[src/rtl/eepseq_pkg.sv]
package eepseq_pkg;

  typedef enum logic [1:0] {FR_WREN, FR_WRITE, FR_POLL, FR_READ} frame_e;
  typedef enum logic [1:0] {ST_PWR, ST_IDLE, ST_ACT, ST_GAP} seq_state_e;

  localparam logic [7:0] OP_WREN  = 8'h06;
  localparam logic [7:0] OP_WRITE = 8'h02;
  localparam logic [7:0] OP_RDSR  = 8'h05;
  localparam logic [7:0] OP_READ  = 8'h03;

  // index of the final byte of a frame; n is read byte count minus one
  function automatic logic [15:0] frame_last(frame_e k, logic [15:0] n);
    case (k)
      FR_WREN:  return 16'd0;
      FR_WRITE: return 16'd3;
      FR_POLL:  return 16'd1;
      default:  return 16'd3 + n;
    endcase
  endfunction

  // byte to shift out at position idx of a frame
  function automatic logic [7:0] tx_byte(frame_e k, logic [15:0] idx,
                                         logic [15:0] a, logic [7:0] d);
    case (k)
      FR_WREN: return OP_WREN;
      FR_POLL: return (idx == 16'd0) ? OP_RDSR : 8'h00;
      FR_WRITE: begin
        case (idx)
          16'd0:   return OP_WRITE;
          16'd1:   return a[15:8];
          16'd2:   return a[7:0];
          default: return d;
        endcase
      end
      default: begin
        case (idx)
          16'd0:   return OP_READ;
          16'd1:   return a[15:8];
          16'd2:   return a[7:0];
          default: return 8'h00;
        endcase
      end
    endcase
  endfunction

endpackage

[src/rtl/eeprom_wait_ctr.sv]
module eeprom_wait_ctr #(
  parameter int W       = 8,
  parameter int RST_VAL = 100
) (
  input  logic         clk,
  input  logic         rst_n,
  input  logic         load,
  input  logic [W-1:0] load_val,
  output logic         expired
);
  logic [W-1:0] cnt_q;

  always_ff @(posedge clk or negedge rst_n) begin
    if (!rst_n)               cnt_q <= W'(RST_VAL);
    else if (load)            cnt_q <= load_val;
    else if (cnt_q != '0)     cnt_q <= cnt_q - 1'b1;
  end

  assign expired = (cnt_q == '0);

  // a load never reads as expired on the following cycle when a wait is asked for
  p_load_holds_r9: assert property (@(posedge clk) disable iff (!rst_n)
    (load && load_val != '0) |=> !expired);
endmodule

[src/rtl/eeprom_spi_shift.sv]
module eeprom_spi_shift #(
  parameter int CLK_DIV = 7,
  parameter bit MODE3   = 1'b0
) (
  input  logic       clk,
  input  logic       rst_n,
  input  logic       start,
  input  logic [7:0] tx,
  input  logic       miso,
  output logic       sck,
  output logic       mosi,
  output logic       busy,
  output logic       done,
  output logic [7:0] rx
);
  localparam int DW = (CLK_DIV > 1) ? $clog2(CLK_DIV) : 1;
  // mode 3 ends on the last rising edge; mode 0 needs a trailing low half
  localparam logic [4:0] LAST_HALF = MODE3 ? 5'd15 : 5'd16;

  logic [DW-1:0] div_q;
  logic [4:0]    half_q;
  logic [7:0]    sh_q, rx_q;
  logic          sck_q, busy_q, done_q;
  logic          half_end;

  assign half_end = busy_q && (div_q == DW'(CLK_DIV - 1));

  always_ff @(posedge clk or negedge rst_n) begin
    if (!rst_n) begin
      div_q <= '0; half_q <= '0; sh_q <= '0; rx_q <= '0;
      sck_q <= MODE3; busy_q <= 1'b0; done_q <= 1'b0;
    end else begin
      done_q <= 1'b0;
      if (start && !busy_q) begin
        busy_q <= 1'b1; half_q <= '0; div_q <= '0; sh_q <= tx; sck_q <= 1'b0;
      end else if (busy_q) begin
        if (!half_end) div_q <= div_q + 1'b1;
        else begin
          div_q <= '0;
          if (half_q == LAST_HALF) begin
            busy_q <= 1'b0; done_q <= 1'b1;
          end else begin
            half_q <= half_q + 1'b1;
            if (!half_q[0]) begin
              sck_q <= 1'b1;
              rx_q  <= {rx_q[6:0], miso};
            end else begin
              sck_q <= 1'b0;
              if (half_q != 5'd15) sh_q <= {sh_q[6:0], 1'b0};
            end
          end
        end
      end
    end
  end

  assign sck  = sck_q;
  assign mosi = sh_q[7];
  assign busy = busy_q;
  assign done = done_q;
  assign rx   = rx_q;

  generate
    if (CLK_DIV > 1) begin : g_hold
      p_half_hold_r8: assert property (@(posedge clk) disable iff (!rst_n)
        (sck_q != $past(sck_q)) |=> (sck_q == $past(sck_q)));
    end
  endgenerate
endmodule

[src/rtl/eeprom_wr_seq.sv]
module eeprom_wr_seq
  import eepseq_pkg::*;
#(
  parameter int CLK_DIV      = 7,
  parameter bit MODE3        = 1'b0,
  parameter int CS_GAP       = 7,
  parameter int PWRUP_CYCLES = 200,
  parameter int WIP_TIMEOUT  = 1000000,
  parameter int ADDR_W       = 16,
  parameter int LEN_W        = 8
) (
  input  logic              clk,
  input  logic              rst_n,
  input  logic              req_valid,
  output logic              req_ready,
  input  logic              req_write,
  input  logic [ADDR_W-1:0] req_addr,
  input  logic [LEN_W-1:0]  req_len,
  input  logic [7:0]        req_wdata,
  output logic              rd_valid,
  output logic [7:0]        rd_data,
  output logic              rd_last,
  output logic              done,
  output logic              err,
  output logic              sck,
  output logic              cs_n,
  output logic              mosi,
  input  logic              miso
);
  localparam int WAIT_MAX = (PWRUP_CYCLES > CS_GAP) ? PWRUP_CYCLES : CS_GAP;
  localparam int WAIT_W   = $clog2(WAIT_MAX + 2);
  localparam int TMO_W    = $clog2(WIP_TIMEOUT + 2);

  seq_state_e       st_q;
  frame_e           kind_q, next_kind;
  logic [15:0]      bidx_q, addr_q, len_q, last_idx;
  logic [7:0]       wdata_q, tx_d, eng_rx;
  logic [TMO_W-1:0] tmo_q;
  logic cs_q, go_q, wip_q, done_q, err_q, rdv_q, rdl_q;
  logic [7:0] rdd_q;
  logic eng_busy, eng_done, wait_done;
  // named internal events
  logic start_frame, finish, fail, frame_end, tmo_hit, accept;

  assign last_idx  = frame_last(kind_q, len_q);
  assign tx_d      = tx_byte(kind_q, bidx_q, addr_q, wdata_q);
  assign frame_end = (st_q == ST_ACT) && eng_done && (bidx_q == last_idx);
  assign tmo_hit   = (tmo_q >= TMO_W'(WIP_TIMEOUT));
  assign accept    = (st_q == ST_IDLE) && req_valid;

  always_comb begin
    start_frame = 1'b0; finish = 1'b0; fail = 1'b0; next_kind = kind_q;
    if (accept) begin
      start_frame = 1'b1;
      next_kind   = req_write ? FR_WREN : FR_READ;
    end else if (st_q == ST_GAP && wait_done) begin
      case (kind_q)
        FR_WREN:  begin start_frame = 1'b1; next_kind = FR_WRITE; end
        FR_WRITE: begin start_frame = 1'b1; next_kind = FR_POLL;  end
        FR_POLL: begin
          if (!wip_q)       finish = 1'b1;
          else if (tmo_hit) begin finish = 1'b1; fail = 1'b1; end
          else              start_frame = 1'b1;
        end
        default: finish = 1'b1;
      endcase
    end
  end

  always_ff @(posedge clk or negedge rst_n) begin
    if (!rst_n) begin
      st_q <= ST_PWR; kind_q <= FR_WREN; bidx_q <= '0; addr_q <= '0; len_q <= '0;
      wdata_q <= '0; tmo_q <= '0; cs_q <= 1'b1; go_q <= 1'b0; wip_q <= 1'b0;
      done_q <= 1'b0; err_q <= 1'b0; rdv_q <= 1'b0; rdl_q <= 1'b0; rdd_q <= '0;
    end else begin
      go_q   <= start_frame;
      done_q <= finish;
      err_q  <= fail;
      rdv_q  <= 1'b0;
      rdl_q  <= 1'b0;
      if (st_q == ST_PWR && wait_done) st_q <= ST_IDLE;
      if (accept) begin
        addr_q  <= 16'(req_addr);
        len_q   <= 16'(req_len);
        wdata_q <= req_wdata;
      end
      if (start_frame) begin
        st_q <= ST_ACT; cs_q <= 1'b0; bidx_q <= '0; kind_q <= next_kind;
      end
      if (finish) st_q <= ST_IDLE;
      if (st_q == ST_ACT && eng_done) begin
        if (kind_q == FR_READ && bidx_q >= 16'd3) begin
          rdv_q <= 1'b1; rdd_q <= eng_rx; rdl_q <= (bidx_q == last_idx);
        end
        if (kind_q == FR_POLL && bidx_q == 16'd1) wip_q <= eng_rx[0];
        if (frame_end) begin
          cs_q <= 1'b1; st_q <= ST_GAP;
        end else begin
          bidx_q <= bidx_q + 16'd1; go_q <= 1'b1;
        end
      end
      if (start_frame && kind_q == FR_WRITE) tmo_q <= '0;
      else if (kind_q == FR_POLL && !tmo_hit) tmo_q <= tmo_q + 1'b1;
    end
  end

  eeprom_wait_ctr #(.W(WAIT_W), .RST_VAL(PWRUP_CYCLES)) u_wait (
    .clk(clk), .rst_n(rst_n), .load(frame_end),
    .load_val(WAIT_W'(CS_GAP)), .expired(wait_done));

  eeprom_spi_shift #(.CLK_DIV(CLK_DIV), .MODE3(MODE3)) u_shift (
    .clk(clk), .rst_n(rst_n), .start(go_q), .tx(tx_d), .miso(miso),
    .sck(sck), .mosi(mosi), .busy(eng_busy), .done(eng_done), .rx(eng_rx));

  assign req_ready = (st_q == ST_IDLE);
  assign cs_n      = cs_q;
  assign done      = done_q;
  assign err       = err_q;
  assign rd_valid  = rdv_q;
  assign rd_data   = rdd_q;
  assign rd_last   = rdl_q;

  p_sck_quiet_r7: assert property (@(posedge clk) disable iff (!rst_n)
    cs_n |-> (sck == MODE3));
  p_ready_cs_high_r4: assert property (@(posedge clk) disable iff (!rst_n)
    req_ready |-> cs_n);
  p_err_with_done_r5: assert property (@(posedge clk) disable iff (!rst_n)
    err |-> done);
  p_last_valid_r6: assert property (@(posedge clk) disable iff (!rst_n)
    rd_last |-> rd_valid);
  p_cs_rise_holds_r9: assert property (@(posedge clk) disable iff (!rst_n)
    $rose(cs_n) |=> cs_n);
  p_engine_idle_cs_r2: assert property (@(posedge clk) disable iff (!rst_n)
    eng_busy |-> !cs_n);
endmodule

[config.mk]
export PLATFORM = sky130hd
export DESIGN_NAME = eeprom_wr_seq
export DESIGN_NICKNAME = d
export VERILOG_FILES = /design/src/rtl/eepseq_pkg.sv /design/src/rtl/eeprom_wait_ctr.sv /design/src/rtl/eeprom_spi_shift.sv /design/src/rtl/eeprom_wr_seq.sv
export SDC_FILE = /design/constraint.sdc
export NUM_CORES = 1
export LEC_CHECK = 0
export BUFFER_PORTS_ARGS = -buffer_cell sky130_fd_sc_hd__buf_4
export CAP_MARGIN = 20
export CORE_ASPECT_RATIO = 1.75
export CORE_MARGIN = 2
export CORE_UTILIZATION = 25
export CTS_CLUSTER_DIAMETER = 30
export CTS_CLUSTER_SIZE = 12
export DETAILED_ROUTE_END_ITERATION = 8
export GPL_ROUTABILITY_DRIVEN = 0
export SYNTH_ARGS = -nofsm -noshare
export SYNTH_HDL_FRONTEND = slang
export SYNTH_SLANG_ARGS = --single-unit
export TNS_END_PERCENT = 100
[constraint.sdc]
create_clock -name clk -period 2.74 [get_ports clk]
set_input_delay 0.274 -clock clk [delete_from_list [all_inputs] [get_ports clk]]
set_output_delay 0.274 -clock clk [all_outputs]
set_load 0.005 [all_outputs]
### Word-level counts from Yosys, hierarchy flattened

Cells that the tools add are included.

* bits of input ports: 37
* bits in registers: 122

* bitwise operators: 3
* muxes and demuxes: 70
* eq/ne operators: 13
* $add $sub $neg: 6
* reductions and logical operators: 33
* order comparisons: 2

Operators with widths (number)
* 8-bit case mux with 3 select lines: 3
* 8-bit two-way mux: 8
* 16-bit two-way mux: 3
* 20-bit two-way mux: 2
* 1-bit two-way mux: 34
* 9-bit case mux with 3 select lines: 1
* 20-bit by 1-bit adder with 20-bit output (second input constant): 1
* 20-bit >= comparator (second input constant): 1
* 5-bit two-way mux: 4
* 16-bit by 1-bit adder with 16-bit output (second input constant): 1
* 16-bit by 1-bit == test with 1-bit output (second input constant): 1
* 16-bit == test: 1
* 16-bit by 2-bit == test with 1-bit output (second input constant): 1
* 16-bit by 2-bit >= comparator with 1-bit output (second input constant): 1
* 16-bit logical NOT: 1
* 2-bit two-way mux: 8
* 2-bit nonzero test: 7
* 3-bit two-way mux: 4
* 1-bit logical AND: 11
* 5-bit AND reduction: 2
* 2-bit by 8-bit adder with 9-bit output (first input constant): 1
* 2-bit == test (second input constant): 4
* 8-bit logical NOT: 1
* 8-bit nonzero test: 1
* 17 further kinds: 25

### Longest topological paths before layout

Gate-level depths: netlist of the first run.

* word-level depth: 10
* mapped depth: 12
* mapped depth without buffers: 10

### Hierarchy

From an unflattened synthesis of the first run, not the netlist that was laid out.

* cells, all modules: 715
* area total of the unflattened synthesis: 6505.0 µm²

By module, submodules not included
* eeprom_wr_seq: area an instance 4765.8 µm², times used 1, seq. area each 2178.3 µm², cells each 565
* eeprom_spi_shift: area an instance 1258.7 µm², times used 1, seq. area each 650.6 µm², cells each 96
* eeprom_wait_ctr: area an instance 480.5 µm², times used 1, seq. area each 203.9 µm², cells each 54

### Worst setup path after synthesis of the first run

OpenSTA, ideal clock, no wires.

* path kind: flip-flop to flip-flop
* start point: reg u_wait.cnt_q[0]
* end point: reg bidx_q[10]
* cell stages (with the launch flop): 10
* buffers on the path: 1
* slack: 252 ps
* setup time: 124 ps
* arrival: 2364 ps
* clock period less this slack: 2488 ps
* cells stage by stage: dfrtp_1 inv_1 ha_1 or3b_1 nor3b_2 nand3_2 o31ai_2 a21oi_4 buf_6 a211o_1

* longest elaborated chain between the ends: 7

RTL lines
* start: declaration: RTL line eeprom_wait_ctr.sv:11 `logic [W-1:0] cnt_q;`
* start signal: assignment: RTL line eeprom_wait_ctr.sv:14 `if (!rst_n) cnt_q <= W'(RST_VAL);`
* start signal: assignment: RTL line eeprom_wait_ctr.sv:15 `else if (load) cnt_q <= load_val;`
* start signal: assignment: RTL line eeprom_wait_ctr.sv:16 `else if (cnt_q != '0) cnt_q <= cnt_q - 1'b1;`
* 8-bit logical NOT *: RTL line eeprom_wait_ctr.sv:19 `assign expired = (cnt_q == '0);`
* 1-bit logical AND *: RTL line eeprom_wr_seq.sv:56 `end else if (st_q == ST_GAP && wait_done) begin`
* 1-bit two-way mux *: RTL line eeprom_wr_seq.sv:56
* 1-bit two-way mux *: RTL line eeprom_wr_seq.sv:53 `if (accept) begin`
* 16-bit two-way mux *: RTL line eeprom_wr_seq.sv:87 `if (start_frame) begin`
* 16-bit two-way mux: RTL line eeprom_wr_seq.sv:96 `if (frame_end) begin`
* 16-bit two-way mux *: RTL line eeprom_wr_seq.sv:91 `if (st_q == ST_ACT && eng_done) begin`
* end signal: assignment: RTL line eeprom_wr_seq.sv:72 `st_q <= ST_PWR; kind_q <= FR_WREN; bidx_q <= '0; addr_q <= '0; len_q <= '0;`
* end signal: assignment: RTL line eeprom_wr_seq.sv:88 `st_q <= ST_ACT; cs_q <= 1'b0; bidx_q <= '0; kind_q <= next_kind;`
* end signal: assignment: RTL line eeprom_wr_seq.sv:99 `bidx_q <= bidx_q + 16'd1; go_q <= 1'b1;`
* end: declaration: RTL line eeprom_wr_seq.sv:36 `logic [15:0] bidx_q, addr_q, len_q, last_idx;`

Mark *: on every way between the ends. The rest lies on a longest branch, timed or not.
A chain may end at the register's enable or synchronous reset.

### Final worst setup path of the first run

* start point: reg len_q[1]
* end point: reg bidx_q[2]

* longest elaborated chain between the ends: 6

RTL lines
* start: declaration: RTL line eeprom_wr_seq.sv:36
* start signal: assignment: RTL line eeprom_wr_seq.sv:84 `len_q <= 16'(req_len);`
* 2-bit by 8-bit adder with 9-bit output: RTL line eepseq_pkg.sv:17 `default: return 16'd3 + n;`
* 9-bit case mux with 3 select lines: RTL line eepseq_pkg.sv:13 `case (k)`
* 16-bit == test: RTL line eeprom_wr_seq.sv:47 `assign frame_end = (st_q == ST_ACT) && eng_done && (bidx_q == last_idx);`
* 1-bit logical AND: RTL line eeprom_wr_seq.sv:47
* 16-bit two-way mux: RTL line eeprom_wr_seq.sv:96
* 16-bit two-way mux: RTL line eeprom_wr_seq.sv:91

Every way passes these cells.

==> results of run 1 <==
-- timing repair --
| action | CTS | global route |
|---|---|---|
| setup buffers | 0 | 1 |
| endpoints found under the setup margin | 0 | 14 |
| resized for setup | 0 | 7 |
| hold buffers | 1 | 0 |
| hold endpoints to repair | 50 | 0 |
-- power groups by stage --
| stage | clock, mW | sequential [mW] | combinational (mW) |
|---|---|---|---|
| after floorplan | 0 | 2.47 | 1.26 |
| after global placement | 0 | 2.57 | 1.73 |
| after detailed placement | 0 | 2.58 | 1.75 |
| after CTS | 2.30 | 2.56 | 1.76 |
| after global routing | 2.38 | 2.63 | 2.01 |
| final | 2.24 | 2.56 | 1.78 |
-- stage by stage --
step                setup slack, ns  instances  power [mW]  hold WS [ns]  instance area (um2)
floorplan                     0.252        664        3.73       -0.0216                 6150
global placement              0.196       1017        4.30         0.356                 6980
detailed placement            0.102       1017        4.33         0.353                 6980
CTS                           0.104       1050        6.61        0.0137                 7580
global route                 0.0178       1052        7.02        0.0352                 7630
finish                        0.167       1052        6.57        0.0304                 7630
-- critical path: stages (launching register included) --
cell	delay (ns)
dfrtp_1	0.36
inv_1	0.06
ha_1	0.20
nand2b_2	0.22
or3_4	0.36
a2111oi_4	0.35
a22o_2	0.23
o211a_4	0.22
nor2_2	0.11
a221o_1	0.35
-- kinds of logic (layout without fill, tap and decap cells) --
kind of cell,Yosys count,in the layout
xor gates and xnor gates,31,31
buffers and inverters,47,127
muxes,15,15
DFF,121,121
and+or+nand+nor,330,330
adders and majority gates,18,18
AOI/OAI and AO/OA,102,102
-- worst max-delay path by stage --
stage / start / end / slack [ns] / cells past startpoint
after global placement: len_q[0]$_DFFE_PN0P_ / bidx_q[4]$_DFF_PN0_ / 0.20 / 9
after CTS: len_q[0]$_DFFE_PN0P_ / bidx_q[2]$_DFF_PN0_ / 0.10 / 9
after detailed placement: len_q[0]$_DFFE_PN0P_ / bidx_q[2]$_DFF_PN0_ / 0.10 / 9
final: len_q[1]$_DFFE_PN0P_ / bidx_q[2]$_DFF_PN0_ / 0.17 / 9
after floorplan: u_wait.cnt_q[0]$_DFFE_PN0P_ / bidx_q[10]$_DFF_PN0_ / 0.25 / 9
after global routing: len_q[1]$_DFFE_PN0P_ / bidx_q[4]$_DFF_PN0_ / 0.02 / 9
-- registers in the layout, summed over array words and instances (netlist names), 3 cells and up --
signal and count:
rd_data 8, tmo_q 20, u_shift.rx 8, u_shift.div_q 3, wdata_q 8, u_shift.half_q 5
u_shift.sh_q 8, len_q 8, addr_q 16, u_wait.cnt_q 8, bidx_q 16
-- cell usage in the layout, fill, tap and decap left out, drive strengths merged, types with 5 or more instances in the layout --
master,n
and3,10
a221o,6
mux2i,5
a2bb2oi,6
o21ai,25
nor2b,7
ha,18
and2,6
a222oi,5
nand3,19
or3,9
nand4,5
xor2,20
xnor2,11
nand2,171
a22o,6
o211ai,5
nor3,22
buf,73
o31ai,6
or2,5
a21oi,17
mux2,10
nor2,55
clkbuf,18
inv,28
dfrtp,117
-- metal layers --
metal / part of all wire / vias to the layer above
met1: 0.41 / 2342
met4: 0.025 / 0
li1: - / 2417
met2: 0.54 / 61
met3: 0.027 / 18
met5: 0 / -
-- area by class of cell --
type / instances / area share
multi-input combinational: 496 / 0.388
tap: 308 / 0.0505
clock inverter: 14 / 0.0213
timing repair buffer: 74 / 0.0764
inverter: 21 / 0.0107
clock buffer: 18 / 0.0562
sequential: 121 / 0.397
==> results.ini, run 1 <==
[clock_network]
cts_tree=built
clock_latency_ns=0.42
cts_made_buffers=17
clock_path_buffers=2
cts.clk_slew.worst_paths_ns=0.06
cts-htree-levels=4
cts_root_buf=clkbuf_16
clock-sinks=121

[sta]
maxSlewHeadroom=0.546
setup_viol=0
rsz0062_at_grt=no
finalCritPeriodShare=0.939
slew_viol_final=0
fin_skew_ns=0.00831
final.min_clock_period_ns=2.57
fmax_mhz=389
hold_viol=0
worstMarginPinSlew_ns=0.681
fin_setup_tns_ns=0

[setup_path]
critical_path.max_fanout=11
cp-start-kind=register
end_kind=register
crit_arrival_ns=2.87
ff2ff_path_depth=9
worstSetupPathType=reg2reg
rr_startpoint=len_q[1]$_DFFE_PN0P_
crit_required_ns=3.04
regToRegSetupSlack_ns=0.17
r2r_end=bidx_q[2]$_DFF_PN0_

[synthesis]
yosysSeqAreaShare=0.493
post_synth.cell_area_avg_um2=9.26
async_flop_share=1.00
synth_common_cells=nand2_1, dfrtp_1, nor2_1, o21ai_0, clkbuf_1
synth_flop_cell=dfrtp_1
syn_inst=664
synthAdderAreaFrac=0.0366
synth_top_area_share=0.476
netlist_area_um2=6150
synth_edf_count=0
yosys.area_share.simple=0.245
synthMuxAreaShare=0.0265
synth_nets=719
synth_cell_type_count=63
ys_top_cells_by_area=dfrtp_1, nand2_1, ha_1
ys_warn_count=0
yosysTopAreaCell=dfrtp_1
yosysMostFrequentCell=nand2_1
synth_top_family_by_area=simple AND/OR/NAND/NOR gates
synth-seq-cells=121
synth_compound_area_frac=0.123
synth_xor_xnor_area_share=0.0442

[cells_and_area]
post-route-util=0.317
areaGrowthSynthToFinish_pct=24.2
layout-drive-gt1-share=0.185
layout.nets=786
multiInputGateArea_um2=2960
antenna_cells=0
seq_area_um2=3030
n_fill_cell=2472

[floorplanning]
ioPinCount=53
rows=75
die-area_um2=25900
die_w_um=123
die_y_um=211
start_util=0.255
core_um2=24100

[power]
ir_worst_vdd_v=0.000356
power_leakage_nw=3.59
p_switching_mw=2.24
internal_power_mw=4.33
p_comb_frac=0.271
power_density_nw_per_um2=861
p_seq_frac=0.389
clkPwrFrac=0.340
switching_share=0.341

[placement]
dpl.hpwl_um=10400
io_buffers=52

[routing]
routed_wirelength_um=14100
vias=4838
viasPerCell=4.60
wire_per_inst_um=13.4
drtIter0Drc=263
ant_nets=0
drc_errors=0
dr.pass1.iters=5

[hold_path]
hold_start=req_write
hp-class=in2reg
holdPathStages=2
min_to=kind_q[1]$_DFFE_PN0P_

[global_routing]
grt_usage=0.117
antenna_found_initial=0
grt_max_degree=53
use_met2=0.209
met3_usage=0.0224
grt-ovfl-total=0
grtUsageMet1=0.131
grt_pass1_wl_um=23700
busiest_layer=met2
grt_pass1_vias=4802

[outcome]
status=complete, no violations

[job]
maxCapViolCount=0

Power figures use the tool's default switching activity.
==> inputs of run 2 (changes only) <==
- BUFFER_PORTS_ARGS: -buffer_cell sky130_fd_sc_hd__buf_4 -> not set
- DONT_BUFFER_PORTS: not set -> 1
==> results.ini, run 2 (synthesized netlist as in run 1, its figures left out) <==
[power]
switching_share=0.342  ; +0.000448
power_mw=6.55  ; -0.29%
p_comb_frac=0.264  ; -0.007
clkPwrFrac=0.347  ; +0.007
internal_power_mw=4.31  ; -0.36%
ir_worst_vdd_v=0.000436  ; +22%
p_switching_mw=2.24  ; -0.16%
power_leakage_nw=3.45  ; -3.9%
p_seq_frac=0.389  ; about the same
power_density_nw_per_um2=869  ; +0.98%

[routing]
ant_nets=0  ; unchanged
routed_wirelength_um=14800  ; +4.7%
drtIter0Drc=193  ; -27%
viasPerCell=4.69  ; +2.1%
wire_per_inst_um=14.3  ; +6.9%
drc_errors=0  ; unchanged
vias=4834  ; -0.083%
dr.pass1.iters=4  ; -1

[setup_path]
cp_slowest_cell=or4b_1
end_kind=register
crit_cells=7  ; -2
worstSetupPathType=reg2reg
max_stage_delay_ns=0.49  ; +0.13 ns
startpoint=kind_q[1]$_DFFE_PN0P_
crit_family=simple AND/OR/NAND/NOR gates
crit_path_cell_trace=ha_1 > or4b_1 > and3_1 > nor4_4 > o211a_4 > nor2_4 > a221o_1
regToRegSetupSlack_ns=0.12  ; -0.04 ns
critical_path.max_fanout=11  ; unchanged
crit_arrival_ns=2.92  ; +0.05 ns
rr_startpoint=kind_q[1]$_DFFE_PN0P_
cp-start-kind=register
ff2ff_path_depth=7  ; -2
crit_required_ns=3.04  ; about the same
path_buf_inv=0  ; -1

[floorplanning]
start_util=0.255  ; unchanged
die-area_um2=25900  ; unchanged
die_w_um=123  ; unchanged
core_um2=24100  ; unchanged
ioPinCount=53  ; unchanged
die_y_um=211  ; unchanged
rows=75  ; unchanged

[global_routing]
grt-ovfl-total=0  ; unchanged
grt_pass1_wl_um=24300  ; +2.5%
grt_max_degree=122  ; +130%
antenna_found_initial=0  ; unchanged
grt_pass1_vias=4984  ; +3.8%
grt_usage=0.122  ; +0.00513

[sta]
setup_viol=0  ; unchanged
maxSlewHeadroom=0.573  ; +0.0267
hold_viol=121  ; +121
fin_hold_ws_ns=-0.467  ; -0.498 ns
worstMarginPinSlew_ns=0.639  ; -0.0413 ns
fmax_mhz=382  ; -1.7%
slew_viol_final=0  ; unchanged
final.min_clock_period_ns=2.62  ; +0.0436 ns
fin_skew_ns=0.0116  ; +0.00333 ns
finalCritPeriodShare=0.955  ; +0.0159

[clock_network]
cts-htree-levels=4  ; unchanged
ctsHoldBuffers=33  ; +32
clock_path_buffers=2  ; unchanged
cts.clk_slew.worst_paths_ns=0.06  ; about the same
cts_made_buffers=17  ; unchanged
clock-sinks=121  ; unchanged
cts_root_buf=clkbuf_16
cts_tree=built
cts_setup_buffers=0  ; unchanged
clock_latency_ns=0.43  ; about the same

[outcome]
status=complete, but fails checks
violations=hold timing

[cells_and_area]
antenna_cells=0  ; unchanged
layout.nets=764  ; -2.8%
multiInputGateArea_um2=2950  ; -0.25%
top_register=tmo_q
areaGrowthSynthToFinish_pct=22.7
mostFrequentLayoutCell=nand2_1
layout-drive-gt1-share=0.116  ; -0.0691
largest_reg_flops=20  ; unchanged
final_cell_mix=nand2_1, dfrtp_1, nor2_1
top_regs=tmo_q: 20 flops, addr_q: 16 flops, bidx_q: 16 flops
final_cells=1030  ; -2.1%
seq_area_um2=3030  ; unchanged
n_fill_cell=2471  ; -0.040%

[placement]
placed_cells=964  ; -5.2%
io_buffers=0  ; -100%
dpl.hpwl_um=10200  ; -2.0%

[hold_path]
hp-class=in2async

[job]
maxCapViolCount=0  ; unchanged

[run 2: cell type report]
class	instances	share of cell area
well taps	308	0.0511
repair buffers	52	0.0644
inverters	21	0.0108
multi-input cells	496	0.392
flip-flops and latches	121	0.402
clock inverters	14	0.0214
clock buffers	18	0.0583
[run 2: worst reg2reg max path, cell delays in order, from the launching register on]
cell and delay, ns:
dfrtp_1 0.42, ha_1 0.38, or4b_1 0.49, and3_1 0.23, nor4_4 0.28, o211a_4 0.28
nor2_4 0.08, a221o_1 0.34
[run 2: layer usage]
metal / wire [um] / part of all wire / global-route usage / vias to the layer above
li1: - / - / - / 2369
met3: 572 / 0.039 / 0.0296 / 43
met2: 7820 / 0.53 / 0.214 / 102
met1: 5630 / 0.38 / 0.127 / 2320
met4: 736 / 0.050 / 0.0801 / 0
met5: 0 / 0 / 0 / -
[run 2: path summary, 6_finish.rpt]
kind / end
hold reg to reg: addr_q[9]$_DFFE_PN0P_
setup / recovery: bidx_q[6]$_DFF_PN0_
max in group asynchronous: u_wait.cnt_q[3]$_DFFE_PN1P_
setup reg to reg: bidx_q[6]$_DFF_PN0_
hold / removal: addr_q[14]$_DFFE_PN0P_
min in group clk: wdata_q[1]$_DFFE_PN0P_
[run 2: power by group through the flow]
stage,clock [mW],combinational [mW],sequential (mW)
after floorplan,0,1.26,2.47
final,2.27,1.73,2.55
after detailed placement,0,1.65,2.58
after CTS,2.33,1.70,2.55
after global routing,2.40,1.95,2.61
after global placement,0,1.62,2.57
[run 2: through the flow]
stage | hold slack, ns | cell area [um2] | setup TNS, ns | utilization | worst slack [ns]
2_1_floorplan | -0.0216 | 6150 | 0 | - | 0.252
3_3_place_gp | -0.0189 | 6570 | 0 | 0.272 | 0.193
3_5_place_dp | -0.0189 | 6570 | 0 | 0.272 | 0.0873
4_1_cts | -0.486 | 7500 | 0 | 0.311 | 0.0616
5_1_grt | -0.486 | 7540 | -0.0125 | 0.313 | -0.0105
6_report | -0.467 | 7540 | 0 | 0.313 | 0.124
[run 2: what timing repair did]
| item | 4_1_cts | 5_1_grt |
|---|---|---|
| endpoints found under the hold margin | 155 | 121 |
| resized for setup | 0 | 6 |
| setup endpoints to repair | 0 | 20 |
==> inputs of run 3 (changes only) <==
- CORE_ASPECT_RATIO: 1.75 -> 2
==> results.ini, run 3 (synthesized netlist as in run 1, its figures left out) <==
[cells_and_area]
areaGrowthSynthToFinish_pct=21.1
top_register=tmo_q
final_cells=1009  ; -2.0%
top_regs=tmo_q: 20 flops, addr_q: 16 flops, bidx_q: 16 flops
final_cell_mix=nand2_1, dfrtp_1, nor2_1
antenna_cells=0  ; unchanged
layout.nets=761  ; -0.39%
largest_reg_flops=20  ; unchanged
layout-drive-gt1-share=0.114  ; -0.00230
n_fill_cell=2535  ; +2.6%
mostFrequentLayoutCell=nand2_1

[global_routing]
grt-ovfl-total=0  ; unchanged
grt_max_degree=122  ; unchanged
grt_pass1_vias=4909  ; -1.5%
antenna_found_initial=0  ; unchanged
grt_usage=0.121  ; -0.000386
grt_pass1_wl_um=24500  ; +0.71%

[routing]
routed_wirelength_um=14800  ; about the same
wire_per_inst_um=14.6  ; +2.1%
dr.pass1.iters=5  ; +1
wl_met2_um=8140  ; +4.0%
vias=4807  ; -0.56%
route.met3.wl_um=367  ; -36%
drc_errors=0  ; unchanged
ant_nets=0  ; unchanged
highest_layer=met4
drtIter0Drc=241  ; +25%
wl_met1_um=5680  ; +0.91%
viasPerCell=4.76  ; +1.5%

[setup_path]
crit_path_cell_trace=inv_1 > ha_1 > nand2b_4 > or3_1 > a2111oi_2 > a22o_2 > o211a_4 > nor2_2 > a221o_1
crit_family=compound AO/OA/AOI/OAI gates
end_kind=register
worstSetupPathType=reg2reg
crit_required_ns=3.05  ; about the same
endpoint=bidx_q[5]$_DFF_PN0_
max_stage_delay_ns=0.38  ; -0.11 ns
r2r_end=bidx_q[5]$_DFF_PN0_
crit_arrival_ns=2.88  ; -0.04 ns
critical_path.max_fanout=11  ; unchanged
startpoint=len_q[0]$_DFFE_PN0P_
cp-start-kind=register
cp_slowest_cell=dfrtp_1
path_buf_inv=1  ; +1
crit_cells=9  ; +2
rr_startpoint=len_q[0]$_DFFE_PN0P_
regToRegSetupSlack_ns=0.17  ; +0.05 ns
ff2ff_path_depth=9  ; +2

[clock_network]
cts-htree-levels=4  ; unchanged
ctsHoldBuffers=32  ; -3.0%
clock_latency_ns=0.43  ; about the same
cts.clk_slew.worst_paths_ns=0.07  ; about the same
clock-sinks=121  ; unchanged
cts_made_buffers=17  ; unchanged
clock_path_buffers=2  ; unchanged
cts_tree=built
cts_setup_buffers=0  ; unchanged
cts_root_buf=clkbuf_16

[sta]
final.min_clock_period_ns=2.57  ; -0.0507 ns
fin_setup_tns_ns=0  ; unchanged
finalCritPeriodShare=0.936  ; -0.0185
fin_hold_ws_ns=-0.458  ; +0.00938 ns
worstMarginPinSlew_ns=0.654  ; +0.0152 ns
rsz0062_at_grt=no
fin_skew_ns=0.00943  ; -0.00222 ns
maxSlewHeadroom=0.563  ; -0.0101
hold_viol=121  ; unchanged
setup_viol=0  ; unchanged
slew_viol_final=0  ; unchanged
fmax_mhz=390  ; +2.0%

[power]
power_mw=6.43  ; -1.9%
power_leakage_nw=3.43  ; -0.62%
clkPwrFrac=0.338  ; -0.009
internal_power_mw=4.13  ; -4.1%
p_seq_frac=0.398  ; +0.009
power_density_nw_per_um2=864  ; -0.56%
switching_share=0.357  ; +0.0151
p_switching_mw=2.29  ; +2.5%
ir_worst_vdd_v=0.000316  ; -27%
p_comb_frac=0.264  ; about the same

[outcome]
violations=hold timing
status=complete, but fails checks

[floorplanning]
start_util=0.253  ; -0.00216
core_um2=24300  ; +0.86%
rows=81  ; +8.0%
die-area_um2=25900  ; +0.10%
die_y_um=226  ; +6.8%
ioPinCount=53  ; unchanged
die_w_um=115  ; -6.2%

[placement]
io_buffers=0  ; unchanged
placed_cells=944  ; -2.1%
dpl.hpwl_um=10500  ; +3.2%

[hold_path]
hp-class=in2async

[job]
maxCapViolCount=0  ; unchanged

==> run 3: cell types whose count changed in the layout (fill, tap and decap cells not counted), sizes merged <==
cell	previous run	this run
clkinvlp	2	1
buf	19	16
dlygate4sd3	33	32
inv	26	32
clkinv	5	3
bufinv	2	0
==> run 3: per-stage QoR <==
stage	instance area, um2	utilization	setup slack [ns]
4_1_cts	7420	0.305	0.112
3_3_place_gp	6530	0.268	0.205
6_report	7440	0.306	0.174
3_5_place_dp	6530	0.268	0.133
5_1_grt	7440	0.306	0.0325
2_1_floorplan	6150	-	0.252
==> run 3: power by group through the flow <==
stage | registers [mW] | clock network [mW] | logic [mW]
after floorplan | 2.47 | 0 | 1.26
after global placement | 2.58 | 0 | 1.63
after detailed placement | 2.59 | 0 | 1.66
after CTS | 2.56 | 2.23 | 1.71
after global routing | 2.62 | 2.30 | 1.91
final | 2.56 | 2.17 | 1.70
==> run 3: layout make-up <==
type                            instances  area (um2)  share of cell area
Multi-Input combinational cell        496        2930               0.394
Tap cell                              290         363              0.0488
Sequential cell                       121        3030               0.408
Clock inverter                         15         148              0.0198
Clock buffer                           17         425              0.0572
Timing Repair Buffer                   49         460              0.0619
Inverter                               21        81.3              0.0109
==> run 3: metal layers <==
metal  global-route usage  vias up
met5                    0        -
met4               0.0703        0
met3               0.0255       35
met2                0.222       73
met1                0.125     2329
li1                     -     2370
==> run 3: how the worst min path moves through the flow <==
stage,endpoint,slack [ns],depth (start not counted)
6_report,rd_valid$_DFF_PN0_,-0.46,0
5_1_grt,rd_valid$_DFF_PN0_,-0.48,0
4_1_cts,rd_valid$_DFF_PN0_,-0.48,0
3_5_place_dp,rd_valid$_DFF_PN0_,-0.02,0
3_3_place_gp,rd_valid$_DFF_PN0_,-0.02,0
2_1_floorplan,addr_q[0]$_DFFE_PN0P_,-0.02,0
==> run 3: repair_timing <==
action,in CTS,in global routing
gates resized for setup,0,3
setup endpoints to repair,0,6
endpoints found under the hold margin,154,121
